### config.mk
export PLATFORM = sky130hd
export DESIGN_NAME = crg_status_regs
export DESIGN_NICKNAME = d
export VERILOG_FILES = /design/src/rtl/crg_status_pkg.sv /design/src/rtl/crg_level_watch.sv /design/src/rtl/crg_sticky_bits.sv /design/src/rtl/crg_irq_unit.sv /design/src/rtl/crg_status_regs.sv
export SDC_FILE = /design/constraint.sdc
export NUM_CORES = 1
export LEC_CHECK = 0
export BUFFER_PORTS_ARGS = -buffer_cell sky130_fd_sc_hd__clkbuf_2
export CAP_MARGIN = 40
export CORE_MARGIN = 1.5
export CORE_UTILIZATION = 36
export DETAILED_ROUTE_END_ITERATION = 6
export PLACE_DENSITY = 0.71
export SLEW_MARGIN = 40
export SYNTH_ARGS = -nofsm -noshare
export SYNTH_HDL_FRONTEND = slang
export SYNTH_SLANG_ARGS = --single-unit
export TNS_END_PERCENT = 50
### constraint.sdc
create_clock -name clk -period 1 [get_ports clk]
set_input_delay 0 -clock clk [delete_from_list [all_inputs] [get_ports clk]]
set_output_delay 0 -clock clk [all_outputs]
set_load 0.01 [all_outputs]
### src/rtl/crg_status_pkg.sv
// Package crg_status_pkg
// Shared bit positions and widths for the clock-reset status block.
// Assumes byte-wide registers; the bit positions are what software decodes.
package crg_status_pkg;

    localparam int REG_W   = 8;
    localparam int N_EVT   = 3;   // interruptible event flags
    localparam int N_CAUSE = 3;   // reset-cause flags
    localparam int N_LVL   = 2;   // watched status levels

    // Flag register bit positions (decoded by software)
    localparam int B_TMO     = 7;
    localparam int B_POR     = 6;
    localparam int B_LVR     = 5;
    localparam int B_LOCKCHG = 4;
    localparam int B_LOCK    = 3;
    localparam int B_ILA     = 2;
    localparam int B_MODECHG = 1;
    localparam int B_MODE    = 0;

    // Event-flag vector index: which flag sits in which slot
    localparam int E_TMO  = 2;
    localparam int E_LOCK = 1;
    localparam int E_MODE = 0;

    // Cause-flag vector index
    localparam int C_POR = 2;
    localparam int C_LVR = 1;
    localparam int C_ILA = 0;

    // Level-watch vector index
    localparam int L_LOCK = 1;
    localparam int L_MODE = 0;

    // Enable bits share the positions of the flags they mask
    localparam logic [REG_W-1:0] EN_MASK =
        (REG_W'(1) << B_TMO) | (REG_W'(1) << B_LOCKCHG) | (REG_W'(1) << B_MODECHG);

endpackage

### src/rtl/crg_level_watch.sv
// Module crg_level_watch
// Compares each status level with a copy registered one cycle earlier and
// reports a change for one cycle. The copy follows the input in reset too,
// so releasing reset never reports a change that did not happen.
// Assumes the levels are already synchronous to clk.
module crg_level_watch #(
    parameter int N = 2
) (
    input  logic         clk,
    input  logic         rst_n,
    input  logic [N-1:0] level_i,
    output logic [N-1:0] changed_o
);

    logic [N-1:0] prev_q;

    for (genvar i = 0; i < N; i++) begin : g_bit
        // Track the previous level, in and out of reset alike
        always_ff @(posedge clk) begin
            prev_q[i] <= level_i[i];
        end

        // Flag a change only outside reset
        assign changed_o[i] = rst_n & (level_i[i] ^ prev_q[i]);
    end

endmodule

### src/rtl/crg_sticky_bits.sv
// Module crg_sticky_bits
// A bank of sticky flags: a hardware set wins over a write-one-clear.
// RETAIN = 0: the flags are cleared by rst_n.
// RETAIN = 1: the flags are kept through rst_n and loaded from init_val_i
// while init_i is high; sets are still recorded during rst_n.
module crg_sticky_bits #(
    parameter int N      = 3,
    parameter bit RETAIN = 1'b0
) (
    input  logic         clk,
    input  logic         rst_n,
    input  logic [N-1:0] set_i,
    input  logic [N-1:0] clr_i,
    input  logic         init_i,
    input  logic [N-1:0] init_val_i,
    output logic [N-1:0] flag_o
);

    logic [N-1:0] flag_q;

    if (RETAIN) begin : g_retain
        // Keep flags through block reset; init_i sets the known state
        always_ff @(posedge clk) begin
            if (init_i)
                flag_q <= init_val_i;
            else if (rst_n)
                flag_q <= (flag_q & ~clr_i) | set_i;
            else
                flag_q <= flag_q | set_i;
        end
    end else begin : g_clear
        logic unused_init;
        assign unused_init = ^{init_i, init_val_i};

        // Cleared by reset; set dominates clear
        always_ff @(posedge clk) begin
            if (!rst_n)
                flag_q <= '0;
            else
                flag_q <= (flag_q & ~clr_i) | set_i;
        end
    end

    assign flag_o = flag_q;

endmodule

### src/rtl/crg_irq_unit.sv
// Module crg_irq_unit
// Holds the interrupt enable bits and drives the combined request register.
// The request reflects flags and enables as they stood before the edge.
module crg_irq_unit #(
    parameter int N = 3
) (
    input  logic         clk,
    input  logic         rst_n,
    input  logic         en_we_i,
    input  logic [N-1:0] en_wdata_i,
    input  logic [N-1:0] flags_i,
    output logic [N-1:0] en_o,
    output logic         irq_o
);

    logic [N-1:0] en_q;
    logic         irq_q;

    // Enable register, cleared by reset
    always_ff @(posedge clk) begin
        if (!rst_n)
            en_q <= '0;
        else if (en_we_i)
            en_q <= en_wdata_i;
    end

    // Registered OR of masked flags
    always_ff @(posedge clk) begin
        if (!rst_n)
            irq_q <= 1'b0;
        else
            irq_q <= |(flags_i & en_q);
    end

    assign en_o  = en_q;
    assign irq_o = irq_q;

endmodule

### src/rtl/crg_status_regs.sv
// Module crg_status_regs (top)
// Status flags, reset causes and the interrupt request of a clock-reset
// generator, behind a byte register port with combinational reads.
// Assumes all inputs are synchronous to clk and rst_n is synchronous.
module crg_status_regs
    import crg_status_pkg::*;
#(
    parameter int                ADDR_W    = 8,
    parameter logic [ADDR_W-1:0] FLAG_OFS  = ADDR_W'(3),
    parameter logic [ADDR_W-1:0] INTEN_OFS = ADDR_W'(4)
) (
    input  logic              clk,
    input  logic              rst_n,
    input  logic [ADDR_W-1:0] reg_addr,
    input  logic              reg_wr,
    input  logic [REG_W-1:0]  reg_wdata,
    output logic [REG_W-1:0]  reg_rdata,
    input  logic              rti_tick,
    input  logic              por_cause,
    input  logic              lvr_cause,
    input  logic              ila_cause,
    input  logic              pll_lock,
    input  logic              scm_active,
    output logic              irq
);

    logic               hit_flag, hit_en;
    logic               lock_eff;
    logic [N_LVL-1:0]   levels, changed;
    logic [N_EVT-1:0]   evt_set, evt_clr, evt_q;
    logic [N_CAUSE-1:0] cause_set, cause_clr, cause_init, cause_q;
    logic [N_EVT-1:0]   en_wdata, en_q;
    logic [REG_W-1:0]   flag_vec, en_vec;
    logic               unused_wbits;

    // Address decode for writes
    assign hit_flag = reg_wr && (reg_addr == FLAG_OFS);
    assign hit_en   = reg_wr && (reg_addr == INTEN_OFS);

    // Lock reads low whenever the part runs on its self clock
    assign lock_eff       = pll_lock & ~scm_active;
    assign levels[L_LOCK] = lock_eff;
    assign levels[L_MODE] = scm_active;

    crg_level_watch #(.N(N_LVL)) u_watch (
        .clk       (clk),
        .rst_n     (rst_n),
        .level_i   (levels),
        .changed_o (changed)
    );

    // Event flags: set sources and write-one-clear
    assign evt_set[E_TMO]  = rti_tick;
    assign evt_set[E_LOCK] = changed[L_LOCK];
    assign evt_set[E_MODE] = changed[L_MODE];
    assign evt_clr[E_TMO]  = hit_flag & reg_wdata[B_TMO];
    assign evt_clr[E_LOCK] = hit_flag & reg_wdata[B_LOCKCHG];
    assign evt_clr[E_MODE] = hit_flag & reg_wdata[B_MODECHG];

    crg_sticky_bits #(.N(N_EVT), .RETAIN(1'b0)) u_evt (
        .clk        (clk),
        .rst_n      (rst_n),
        .set_i      (evt_set),
        .clr_i      (evt_clr),
        .init_i     (1'b0),
        .init_val_i ('0),
        .flag_o     (evt_q)
    );

    // Reset-cause flags: kept through rst_n, initialised by power-on
    assign cause_set[C_POR]  = por_cause;
    assign cause_set[C_LVR]  = lvr_cause;
    assign cause_set[C_ILA]  = ila_cause;
    assign cause_clr[C_POR]  = rst_n & hit_flag & reg_wdata[B_POR];
    assign cause_clr[C_LVR]  = rst_n & hit_flag & reg_wdata[B_LVR];
    assign cause_clr[C_ILA]  = rst_n & hit_flag & reg_wdata[B_ILA];
    assign cause_init[C_POR] = 1'b1;
    assign cause_init[C_LVR] = lvr_cause;
    assign cause_init[C_ILA] = ila_cause;

    crg_sticky_bits #(.N(N_CAUSE), .RETAIN(1'b1)) u_cause (
        .clk        (clk),
        .rst_n      (rst_n),
        .set_i      (cause_set),
        .clr_i      (cause_clr),
        .init_i     (por_cause),
        .init_val_i (cause_init),
        .flag_o     (cause_q)
    );

    // Enable write data picked from the positions of the flags
    assign en_wdata[E_TMO]  = reg_wdata[B_TMO];
    assign en_wdata[E_LOCK] = reg_wdata[B_LOCKCHG];
    assign en_wdata[E_MODE] = reg_wdata[B_MODECHG];

    crg_irq_unit #(.N(N_EVT)) u_irq (
        .clk        (clk),
        .rst_n      (rst_n),
        .en_we_i    (hit_en),
        .en_wdata_i (en_wdata),
        .flags_i    (evt_q),
        .en_o       (en_q),
        .irq_o      (irq)
    );

    // Assemble the flag register image
    always_comb begin
        flag_vec            = '0;
        flag_vec[B_TMO]     = evt_q[E_TMO];
        flag_vec[B_POR]     = cause_q[C_POR];
        flag_vec[B_LVR]     = cause_q[C_LVR];
        flag_vec[B_LOCKCHG] = evt_q[E_LOCK];
        flag_vec[B_LOCK]    = lock_eff;
        flag_vec[B_ILA]     = cause_q[C_ILA];
        flag_vec[B_MODECHG] = evt_q[E_MODE];
        flag_vec[B_MODE]    = scm_active;
    end

    // Assemble the enable register image, reserved bits zero
    always_comb begin
        en_vec              = '0;
        en_vec[B_TMO]       = en_q[E_TMO];
        en_vec[B_LOCKCHG]   = en_q[E_LOCK];
        en_vec[B_MODECHG]   = en_q[E_MODE];
    end

    // Read multiplexer; unmapped offsets read zero
    always_comb begin
        if (reg_addr == FLAG_OFS)
            reg_rdata = flag_vec;
        else if (reg_addr == INTEN_OFS)
            reg_rdata = en_vec;
        else
            reg_rdata = '0;
    end

    assign unused_wbits = ^{reg_wdata[B_LOCK], reg_wdata[B_MODE]};

endmodule

After elaboration in Yosys (flattened, before gate mapping)
Index checks and enable logic that the tools add are counted.

Eq/ne operators: 2. Multiplexer cells: 4. Reductions and logical operators: 3. Bitwise gates (word level): 21.

Operators by type and width (number): $mux 8 (2); $and 1x1->1 (10); $and 3x3->3 (3); $or 3x3->3 (3); $eq 8x2->1 const B (1); $eq 8x3->1 const B (1); $not 3->3 (2); $mux 3 (1); $reduce_or 3->1 (1); $logic_and 1x1->1 (2); $mux 2 (1); $xor 1x1->1 (2); $not 1->1 (1).

Bits in registers: 12. Logic and storage cells: 37. Output and inout port bits: 9. Input bits: 25.

Longest topological paths before layout
Depth in word-level cells: 9. Mapped depth: 4. Gate-level depth less buffers: 4.

Cells and area by module
A second synthesis with hierarchy kept.

Cells, all modules: 66. Area, all modules: 664.4 um^2.

Modules (own cells, without submodules): crg_status_regs (cells an instance 27, area an instance 197.7 um^2, sequential area each 0.0 um^2, instances 1); crg_irq_unit (cells an instance 12, area an instance 145.1 um^2, sequential area each 80.1 um^2, instances 1); crg_sticky_bits (u_cause) (cells an instance 12, area an instance 127.6 um^2, sequential area each 60.1 um^2, instances 1); crg_sticky_bits (u_evt) (cells an instance 9, area an instance 123.9 um^2, sequential area each 60.1 um^2, instances 1); crg_level_watch (cells an instance 6, area an instance 70.1 um^2, sequential area each 40.0 um^2, instances 1).

Worst setup path after synthesis
OpenSTA, ideal clock, no wires.

Kind: input to register. Start: input port reg_addr[7]. End: register u_cause.flag_q[0] (netlist: u_cause.flag_o[0]). Path buffers: 0. Data required time: 878 ps. Stages on the path: 4. Setup slack: -72 ps. Arrival time: 950 ps. Setup time: 122 ps. Path through: nor4_2 > nor4b_4 > and3_1 > a31oi_1.

Longest elaborated chain between the ends: 9.

RTL lines: from (decl) (line crg_status_regs.sv:14) `input logic [ADDR_W-1:0] reg_addr,`; $eq 8x2->1 (line crg_status_regs.sv:37) `assign hit_flag = reg_wr && (reg_addr == FLAG_OFS);`; $logic_and 1x1->1 (line crg_status_regs.sv:37); $and 1x1->1 (2 in series) (line crg_status_regs.sv:76) `assign cause_clr[C_ILA] = rst_n & hit_flag & reg_wdata[B_ILA];`; $not 3->3 (line crg_sticky_bits.sv:27) `flag_q <= (flag_q & ~clr_i) | set_i;`; $and 3x3->3 (line crg_sticky_bits.sv:27); $or 3x3->3 (line crg_sticky_bits.sv:27); $mux 3 (line crg_sticky_bits.sv:26) `else if (rst_n)`; $mux 2 (line crg_sticky_bits.sv:24) `if (init_i)`; to (signal assigned) (line crg_sticky_bits.sv:25) `flag_q <= init_val_i;`; to (signal assigned) (line crg_sticky_bits.sv:27); to (signal assigned) (line crg_sticky_bits.sv:29) `flag_q <= flag_q | set_i;`; to (decl) (line crg_sticky_bits.sv:19) `logic [N-1:0] flag_q;`.

Every way passes these cells. A chain may end at the register's enable or synchronous reset.

Worst setup path in the final report
Start: input port reg_addr[4]. End: output port reg_rdata[6].

Longest elaborated chain between the ends: 2.

RTL lines: $eq 8x2->1 (line crg_status_regs.sv:129) `if (reg_addr == FLAG_OFS)`; $mux 8 (line crg_status_regs.sv:129); to (decl) (line crg_status_regs.sv:17) `output logic [REG_W-1:0] reg_rdata,`.

Every way passes these cells.

==> metrics.yaml <==
outcome:
  status: "complete, but fails checks"
  violations: "setup timing"
worst_setup_path:
  cp-start-kind: "primary input"
  crit_type: "in2out"
  critPathMaxFanout: 6
  path_common_cell: "buf_6"
  path_delay_family: "simple AND/OR/NAND/NOR gates"
  cpPeakStageDelay_ns: 0.29
  worstReg2RegStart: "u_evt.flag_o[1]"
  critPathRequiredTime_ns: 1.00
  cp_cell_sequence: "buf_6 -> nor4_4 -> nor4b_4 -> buf_4 -> and2_4 -> buf_6"
  endpoint_kind: "output pin"
  crit_path_top_delay_cell: "nor4_4"
  r2r_end: "u_irq.irq_o"
  worst-path-buf-inv: 3
  reg2reg_depth: 2
  critPathArrivalTime_ns: 1.05
  reg2reg_slack_ns: 0.16
logic_synthesis:
  synth-compound-area-share_pct: 20.0
  ys_async_sr_fraction_pct: 0
  synthFlopType: "dfxtp_1"
  syn_avg_cell_area_sq_um: 8.55
  ys_warn_count: 0
  synth_top_family_by_area: "simple AND/OR/NAND/NOR gates"
  ys_ff_latch: 12
  synthMuxAreaShare_pct: 0
  yosysUniqueCellTypes: 21
  synth-edff-count: 0
  synth_simple_gate_area_share_pct: 29.7
  syn_nets: 91
  synth-adder-area-share_pct: 0
  syn_area_sq_um: 564
  synth_xor_area_share_pct: 3.10
  seq_area_frac_synth_pct: 42.6
  synthCells: 66
sta:
  whs_ns: 0.0275
  max_freq_mhz: 948
  worst_slack_ns: -0.0550
  finalSetupViolations: 6
  period_share_pct: 105
  timing.setup.tns_ns: -0.250
  finClkSkew_ns: 0.00194
  slew_viol_final: 0
  relSlewSlack_pct: 81.9
  min_period_ns: 1.05
  finalHoldViolCount: 0
  rsz0062_at_grt: "yes"
  tightest_slew_ns: 0.268
grt:
  grt_pass1_vias: 636
  grt_max_degree: 12
  grt_pass1_wl_um: 2480
  track_usage_pct: 19.2
  antenna_found_initial: 0
  grt_overflow: 0
cells_and_area:
  drive_gt1_share_pct: 40.5
  fin_nets: 142
  final_cells: 132
  layout_common_cells: "20 x clkbuf_2, 12 x dlygate4sd3_1, 12 x dfxtp_1"
  layout_commonest_cell: "clkbuf_2"
  diodes: 0
  final_area_sq_um: 996
  syn_to_final_growth_pct: 76.5
  nFillCells: 138
hold_path:
  min_to: "u_evt.flag_o[2]"
  min_path_cells: 3
  min_path_type: "in2reg"
  hold_path.startpoint: "rti_tick"
clock_tree:
  cts_tree: "built"
  insertion_delay_ns: 0.28
  cts_sinks: 12
  cts_buffer_depth: 2
  htree_levels: 1
  clkSlewWorstSetupHoldPaths_ns: 0.08
  cts-root-buf: "clkbuf_4"
  cts_made_buffers: 3
floorplan:
  initial_core_util_pct: 37.9
  die_y_um: 42.6
  design.die.area_sq_mm: 0.00181
  core.rowCount: 14
  fp.dieW_um: 42.6
  core_sq_mm: 0.00149
  ioPinCount: 34
run:
  maxCapViolations: 0
routing:
  avgRoutedWirePerCell_um: 12.1
  vias: 665
  drt_iter0_drc: 11
  ant_nets: 0
  dr.pass1.iters: 4
  drc: 0
  routed_wl_um: 1590
  via_per_inst: 5.04
placement:
  gp_congestion: 0.761
  dp_hpwl_um: 1070
  dpl_worst_slack_ns: -0.142
  dp_cells: 115
  io_buffers: 31
  place_area_sq_um: 767
pwr:
  ir_drop_mv: 1.05
  leakage_nw: 0.467
  pwr_density_cell_mw_per_mm2: 1080
[Yosys cell counts (2+ instances only)]
cell type,count,area share (%)
a21oi_1,2,1.8
nand3_1,3,2.7
o21ai_0,6,5.3
nor2_1,7,4.7
inv_1,6,4.0
nand2_1,4,2.7
dfxtp_1,12,43
nor2b_1,2,2.2
xor2_1,2,3.1
a31oi_1,5,5.5
and2_1,5,5.5
a22oi_1,3,4.0
[routing by layer]
layer | routed length [um] | up-vias | global-route usage [%]
li1 | - | 337 | -
met1 | 628 | 296 | 18.2
met2 | 832 | 28 | 36.0
met3 | 86 | 4 | 3.88
met4 | 44 | 0 | 13.1
met5 | 0 | - | 0
[layout make-up]
type | count | area, sq um | share of cell area (%)
Tap cell | 16 | 20.0 | 2.01
Sequential cell | 12 | 240 | 24.1
Inverter | 6 | 22.5 | 2.26
Clock buffer | 4 | 36.3 | 3.64
Multi-Input combinational cell | 47 | 325 | 32.7
Timing Repair Buffer | 47 | 352 | 35.3
[worst reg2reg max path, cell delays in order (launching register included)]
cell and delay (ns):
dfxtp_1 0.33, a222oi_1 0.33, nor2b_1 0.08
[power breakdown]
| part | switching, mW | leakage, nW | total [mW] | internal [mW] |
|---|---|---|---|---|
| Clock | 0.168 | 0.0210 | 0.389 | 0.222 |
| Sequential | 0.0131 | 0.0990 | 0.512 | 0.499 |
| Combinational | 0.0718 | 0.347 | 0.171 | 0.0994 |
[flip-flops by register name, summed over array words and instances, names as in the netlist]
name            count
u_watch.prev_q      2
u_irq.en_o          3
u_irq.irq_o         1
u_evt.flag_o        3
u_cause.flag_o      3
[metrics by stage]
step / total power [mW] / util, %
after CTS: 1.06 / 63.4
final: 1.07 / 66.9
after global routing: 1.13 / 66.9
after detailed placement: 0.643 / 51.5
after floorplan: 0.569 / -
after global placement: 0.638 / 51.5
[worst max path at each step]
stage	from	to	slack, ns	cells past startpoint
after floorplan	reg_addr[4]	u_cause.flag_o[2]	-0.05	4
after detailed placement	reg_addr[4]	u_cause.flag_o[2]	-0.14	5
after global placement	reg_addr[4]	u_cause.flag_o[2]	-0.09	5
after CTS	reg_addr[7]	reg_rdata[6]	-0.10	6
after global routing	reg_addr[4]	reg_rdata[6]	-0.15	6
final	reg_addr[4]	reg_rdata[6]	-0.05	6
[repair_timing]
item                       CTS  global route
gates resized for setup      3            22
hold endpoints to repair    11             0
gates cloned                 0             0
setup buffers                1             0
hold buffers                12             0
setup endpoints to repair    8            12
pin swaps                    6             3
[cells by family (layout without fill, tap and decap cells)]
family,Yosys count,in the layout
buffers and inverters,7,57
and+or+nand+nor,27,27
xor gates and xnor gates,2,2
DFF,12,12
AOI/OAI and AO/OA,18,18
(Power assumes the default switching activity.)
